<file path="config.mk">
export PLATFORM = sky130hd
export DESIGN_NAME = booth_ones_sel
export DESIGN_NICKNAME = d
export VERILOG_FILES = /design/src/rtl/booth_sel_pkg.sv /design/src/rtl/booth_code_dec.sv /design/src/rtl/booth_mult_sel.sv /design/src/rtl/booth_ones_sel.sv
export SDC_FILE = /design/constraint.sdc
export NUM_CORES = 1
export LEC_CHECK = 0
export BUFFER_PORTS_ARGS = -buffer_cell sky130_fd_sc_hd__buf_2
export CAP_MARGIN = 10
export CORE_MARGIN = 2
export CORE_UTILIZATION = 35
export DETAILED_ROUTE_END_ITERATION = 16
export PLACE_DENSITY = 0.67
export SLEW_MARGIN = 25
export SYNTH_ARGS = -nofsm -noshare
export SYNTH_HDL_FRONTEND = slang
export SYNTH_SLANG_ARGS = --single-unit
</file>
<file path="constraint.sdc">
create_clock -name vclk -period 1.1
set_input_delay 0.055 -clock vclk [all_inputs]
set_output_delay 0.055 -clock vclk [all_outputs]
set_load 0.02 [all_outputs]
</file>
<file path="src/rtl/booth_sel_pkg.sv">
package booth_sel_pkg;
  typedef struct packed {
    logic neg;  // invert the multiple, raise the correction bit
    logic dbl;  // select the doubled multiple
    logic nil;  // select zero
  } bsel_t;
endpackage

</file>
<file path="src/rtl/booth_code_dec.sv">
module booth_code_dec
  import booth_sel_pkg::*;
(
  input  logic [2:0] code_i,
  output bsel_t      sel_o
);
  always_comb begin
    sel_o = '{neg: 1'b0, dbl: 1'b0, nil: 1'b0};
    unique case (code_i)
      3'b000, 3'b111: sel_o.nil = 1'b1;
      3'b001, 3'b010: ;
      3'b011:         sel_o.dbl = 1'b1;
      3'b100:         begin sel_o.neg = 1'b1; sel_o.dbl = 1'b1; end
      default:        sel_o.neg = 1'b1;
    endcase
  end

  always_comb begin

    nil_excl_chk: assert (!(sel_o.nil && (sel_o.neg || sel_o.dbl)))
      else $error("zero selection combined with another control");
  end
endmodule

</file>
<file path="src/rtl/booth_mult_sel.sv">
module booth_mult_sel
  import booth_sel_pkg::*;
#(
  parameter int N = 8
) (
  input  logic [N-1:0] y_i,
  input  bsel_t        sel_i,
  output logic [N+1:0] word_o,
  output logic         corr_o
);
  localparam int W = N + 2;

  logic [W-1:0] ysx;
  logic [W-1:0] mag;

  always_comb begin
    ysx = {{2{y_i[N-1]}}, y_i};
    if (sel_i.nil)      mag = '0;
    else if (sel_i.dbl) mag = {ysx[W-2:0], 1'b0};
    else                mag = ysx;
    word_o = sel_i.neg ? ~mag : mag;
    corr_o = sel_i.neg;
  end

  always_comb begin

    sign_ext_chk: assert (word_o[W-1] == word_o[W-2])
      else $error("multiple overflows group word");

    dbl_lsb_chk: assert (!sel_i.dbl || (word_o[0] == corr_o))
      else $error("doubled multiple low bit wrong");
  end
endmodule

</file>
<file path="src/rtl/booth_ones_sel.sv">
module booth_ones_sel
  import booth_sel_pkg::*;
#(
  parameter int N = 8
) (
  input  logic [N-1:0]               mcand_i,
  input  logic [N-1:0]               mplier_i,
  output logic [(N/2)*(N+2)-1:0]     pp_word_o,
  output logic [N/2-1:0]             pp_corr_o
);
  localparam int G = N / 2;
  localparam int W = N + 2;

  logic [N:0] xext;
  assign xext = {mplier_i, 1'b0};

  for (genvar gi = 0; gi < G; gi++) begin : g_grp
    logic [2:0]   code;
    bsel_t        sel;
    logic [W-1:0] word;
    logic         corr;

    assign code = xext[2*gi+2 -: 3];

    booth_code_dec u_dec (
      .code_i (code),
      .sel_o  (sel)
    );

    booth_mult_sel #(.N(N)) u_sel (
      .y_i    (mcand_i),
      .sel_i  (sel),
      .word_o (word),
      .corr_o (corr)
    );

    assign pp_word_o[gi*W +: W] = word;
    assign pp_corr_o[gi]        = corr;

    always_comb begin

      corr_code_chk: assert (pp_corr_o[gi] == (code[2] && (code != 3'b111)))
        else $error("correction bit does not follow group code");

      zero_word_chk: assert (!((code == 3'b000) || (code == 3'b111)) ||
                             (pp_word_o[gi*W +: W] == '0))
        else $error("zero code produced nonzero word");
    end
  end
endmodule

</file>
==> flow_metrics.tcl, run 1 <==
set metrics [dict create \
    io_buffers 60 \
    min_to "pp_corr_o[2]" \
    avgViaCountPerCell 5.56 \
    start_util_pct 36.2 \
    clkbuf_count 0 \
    p_seq_share_pct 0 \
    register_area_sq_um 0 \
    drive_gt1_share_pct 54.2 \
    required_ns 1.04 \
    routed_wirelength_um 3780 \
    postCtsSetupRepairBufs 0 \
    grt_usage_pct 17.8 \
    gp_congestion 0.786 \
    powerDensity_mw_per_mm2 609 \
    wl_met2_um 1800 \
    first_iter_violations 91 \
    grt-ovfl-total 0 \
    die_area_sq_mm 0.00391 \
    fin_cells 260 \
    max_cap_viol_count 0 \
    detailroute.wirelength.met3_um 187 \
    dieHeight_um 62.6 \
    power_frac_comb_pct 100.0 \
    ys_warn_count 0 \
    critPathKind "input pin to output port" \
    max_slew.worst_pin.slew_ns 0.294 \
    synth_common_cells "24 x xnor2_1, 21 x nand4b_1, 13 x o221ai_1" \
    vdd_ir_drop_max_mv 0.290 \
    switching_share_pct 54.4 \
    grt_pass1_vias 1284 \
    yosysSeqAreaShare_pct 0 \
    firstDrtPassIters 4 \
    timing.final.crit_share_pct 103 \
    wl_per_cell_um 14.5 \
    grt_pass1_wl_um 6020 \
    diodes 0 \
    power.switching_mw 0.612 \
    row_count 21 \
    yosys-top-cells-area "xnor2_1 18%, nand4b_1 15%, o221ai_1 9.5%, mux2i_1 8.3%, buf_4 7.5%" \
    finalPower_mw 1.13 \
    cp-end-kind "output port" \
    syn_nets 170 \
    holdCritPathClass "input pin to output port" \
    drc 0 \
    ioPinCount 60 \
    yosysMostFrequentCell "xnor2_1" \
    violations "setup timing" \
    final_util_pct 55.8 \
    slew_viol_final 0 \
    dp_cells 260 \
    drtAntennaViolNets 0 \
    grt_antenna_before_repair 0 \
    hold_slack_ns 0.471 \
    period_minus_slack_ns 1.13 \
    clock_power_share_pct 0 \
    syn-instance-count 154 \
    synth_top_area_cell "xnor2_1" \
    hold_start "mplier_i[4]" \
    crit_fanout 12 \
    vias 1445 \
    fin_nets 232 \
    arrival_ns 1.07 \
    yosysUniqueCellTypes 23 \
    core_area_sq_mm 0.00331 \
    synth_top_cell_area_share_pct 17.5 \
    hold_violations 0 \
    leakagePower_nw 0.791 \
    min_path_cells 3 \
    dp_hpwl_um 2690 \
    grt_max_degree 18 \
    syn_avg_cell_area_sq_um 7.79 \
    internal_power_mw 0.514 \
    die_w_um 62.6 \
    synth_area_sq_mm 0.00120 \
    top_layer "met4" \
    ctsHoldBuffers 0 \
    wl_met1_um 1770 \
    timing.fmax_mhz 887 \
    outcome "complete, but fails checks" \
    setup_viol 1 \
    final.setup.worst_slack_ns -0.0280 \
    areaGrowthSynthToFinish_pct 54.0 \
    nFlopsAndLatches 0 \
    critPathLaunchType "input pin" \
    max_slew_margin_pct 80.3 \
]
-- power by group through the flow --
stage	combinational (mW)	clock [mW]	sequential, mW
after floorplan	0.687	0	0
after global placement	0.996	0	0
after detailed placement	1.00	0	0
after CTS	1.04	0	0
after global routing	1.20	0	0
final	1.13	0	0
-- through the flow --
stage	setup TNS, ns	instance area, sq um	setup slack (ns)
5_1_grt	-0.0730	1850	-0.0545
2_1_floorplan	-0.0803	1220	-0.0520
6_report	-0.0280	1850	-0.0280
4_1_cts	0	1720	0.00119
3_5_place_dp	-1.82	1660	-0.126
3_3_place_gp	-1.74	1660	-0.122
-- worst max path at each step --
stage,startpoint,end,slack (ns),cells after the start
floorplan,mplier_i[3],pp_word_o[29],-0.05,6
global placement,mplier_i[3],pp_word_o[15],-0.12,5
detailed placement,mplier_i[3],pp_word_o[23],-0.13,4
finish,mplier_i[4],pp_word_o[26],-0.03,4
global route,mplier_i[4],pp_word_o[26],-0.05,4
CTS,mplier_i[3],pp_word_o[10],0.001,6
-- cell type report --
class / count / area (sq um)
tap: 46 / 57.6
multi-input combinational: 117 / 1110
timing repair buffer: 96 / 674
inverter: 1 / 3.75
fill: 324 / 1460
-- repair_timing --
| item | in CTS | in global routing |
|---|---|---|
| endpoints found under the setup margin | 28 | 29 |
| endpoints found under the hold margin | 0 | 0 |
| gates resized for setup | 14 | 37 |
| pin swaps | 2 | 8 |
-- routing by layer --
layer / vias to the layer above / track usage, %
met5: - / 0
met4: 0 / 2.22
met3: 4 / 1.44
met2: 46 / 30.5
met1: 677 / 24.9
li1: 718 / -
-- cell usage in the layout, fill, tap and decap left out, types with 4 or more instances in the layout --
cell / instances
xnor2_1: 23
mux2i_1: 7
buf_6: 9
o221ai_2: 8
buf_2: 40
o211ai_1: 8
o221ai_1: 5
o21ai_0: 5
a21o_1: 4
buf_4: 45
a22o_1: 6
or4b_1: 8
nand4b_1: 21
-- critical path, stage by stage --
cell and delay [ns]:
buf_6 0.12, or3b_4 0.45, o221ai_1 0.24, buf_2 0.21
-- cell families after synthesis --
| group | after synthesis | synth area share [%] |
|---|---|---|
| simple gates | 35 | 25.3 |
| xor+xnor | 25 | 18.9 |
| mux | 14 | 12.1 |
| compound gates | 43 | 27.1 |
| buf+inv | 37 | 16.6 |
(Power assumes the default switching activity.)
==> inputs of run 2 (changes only) <==
--- a/config.mk
+++ b/config.mk
@@ -8,9 +8,9 @@
 export BUFFER_PORTS_ARGS = -buffer_cell sky130_fd_sc_hd__buf_2
 export CAP_MARGIN = 10
 export CORE_MARGIN = 2
-export CORE_UTILIZATION = 35
+export CORE_UTILIZATION = 38
 export DETAILED_ROUTE_END_ITERATION = 16
-export PLACE_DENSITY = 0.67
+export PLACE_DENSITY = 0.71
 export SLEW_MARGIN = 25
 export SYNTH_ARGS = -nofsm -noshare
 export SYNTH_HDL_FRONTEND = slang
==> flow_metrics.tcl, run 2 (synthesized netlist as in run 1, its figures left out) <==
set metrics [dict create \
    internal_power_mw 0.506 \
    outcome "finished clean" \
    drc 0 \
    avgViaCountPerCell 5.48 \
    die_area_sq_mm 0.00362 \
    critPathKind "input pin to output port" \
    first_iter_violations 44 \
    grt_pass1_vias 1177 \
    min_to "pp_corr_o[2]" \
    leakagePower_nw 0.775 \
    max_slew_margin_pct 82.4 \
    max_cap_viol_count 0 \
    vdd_ir_drop_max_mv 0.271 \
    crit_fanout 21 \
    hold_start "mplier_i[3]" \
    grt_max_degree 22 \
    drtAntennaViolNets 0 \
    routed_wirelength_um 3830 \
    dp_cells 255 \
    dieHeight_um 60.2 \
    nFlopsAndLatches 0 \
    hold_violations 0 \
    fin_nets 230 \
    power_frac_comb_pct 100.0 \
    min_path_cells 3 \
    setup_viol 0 \
    areaGrowthSynthToFinish_pct 52.9 \
    layout_common_cells "48 x buf_4, 41 x buf_2, 24 x xnor2_1" \
    switching_share_pct 54.9 \
    diodes 0 \
    power.switching_mw 0.616 \
    rsz0062_at_grt "true" \
    slew_viol_final 0 \
    timing.fmax_mhz 914 \
    fin_cells 256 \
    dp_hpwl_um 2630 \
    firstDrtPassIters 4 \
    critPathLaunchType "input pin" \
    clkbuf_count 0 \
    arrival_ns 1.04 \
    postCtsSetupRepairBufs 0 \
    ctsHoldBuffers 0 \
    vias 1403 \
    layout_commonest_cell "buf_4" \
    n_fill_cell 292 \
    grt_pass1_wl_um 5550 \
    ioPinCount 60 \
    grt-ovfl-total 0 \
    max_slew.worst_pin.slew_ns 0.264 \
    start_util_pct 39.6 \
    grt_usage_pct 19.0 \
    core_area_sq_mm 0.00303 \
    cp-end-kind "output port" \
    grt_antenna_before_repair 0 \
    period_minus_slack_ns 1.09 \
    io_buffers 60 \
    drive_gt1_share_pct 55.7 \
    timing.final.crit_share_pct 99.4 \
    wl_per_cell_um 14.9 \
    hold_slack_ns 0.501 \
    row_count 20 \
    register_area_sq_um 0 \
    clock_power_share_pct 0 \
    gp_congestion 0.812 \
    worstSetupStartpoint "mplier_i[3]" \
    die_w_um 60.2 \
    powerDensity_mw_per_mm2 612 \
    required_ns 1.04 \
    holdCritPathClass "input pin to output port" \
    p_seq_share_pct 0 \
]
[run 2: worst max path at each step]
stage / to / slack (ns) / cells after the start
global route: pp_word_o[20] / -0.03 / 5
detailed placement: pp_word_o[26] / -0.15 / 4
global placement: pp_word_o[23] / -0.12 / 4
floorplan: pp_word_o[29] / -0.05 / 6
finish: pp_word_o[24] / 0.006 / 4
CTS: pp_word_o[12] / 0.01 / 4
[run 2: power by group through the flow]
stage          clock, mW  combinational (mW)  sequential (mW)
2_1_floorplan          0               0.687                0
3_3_place_gp           0               0.979                0
3_5_place_dp           0               0.989                0
4_1_cts                0                1.03                0
5_1_grt                0                1.20                0
6_report               0                1.12                0
[run 2: cell type report]
cell class / count / area, sq um / share of cell area (%)
Timing Repair Buffer: 94 / 653 / 35.6
Multi-Input combinational cell: 117 / 1120 / 61.2
Inverter: 1 / 3.75 / 0.205
Tap cell: 44 / 55.1 / 3.00
[run 2: critical path, cell delays in order]
cell and delay [ns]:
buf_6 0.14, or3b_4 0.46, o221ai_2 0.20, buf_4 0.18
[run 2: layer usage]
metal / track usage, % / vias to the layer above / wire length (um)
li1: - / 707 / -
met1: 27.6 / 646 / 1900
met2: 32.9 / 50 / 1760
met3: 0.216 / 0 / 159
met4: 0.317 / 0 / 0
met5: 0 / - / 0
[run 2: repair_timing]
item | CTS | global route
pin swaps | 1 | 3
gates resized for setup | 15 | 28
setup endpoints to repair | 28 | 17
gates cloned | 0 | 1
[run 2: stage by stage]
stage          worst slack [ns]  util [%]  instance area (sq um)  power [mW]  TNS, ns
2_1_floorplan           -0.0520         -                   1220       0.687  -0.0803
3_3_place_gp             -0.116      54.1                   1640       0.979    -1.43
3_5_place_dp             -0.150      54.1                   1640       0.989    -1.67
4_1_cts                  0.0106      56.0                   1700        1.03        0
5_1_grt                 -0.0336      60.6                   1830        1.20  -0.0959
6_report                0.00640      60.6                   1830        1.12        0
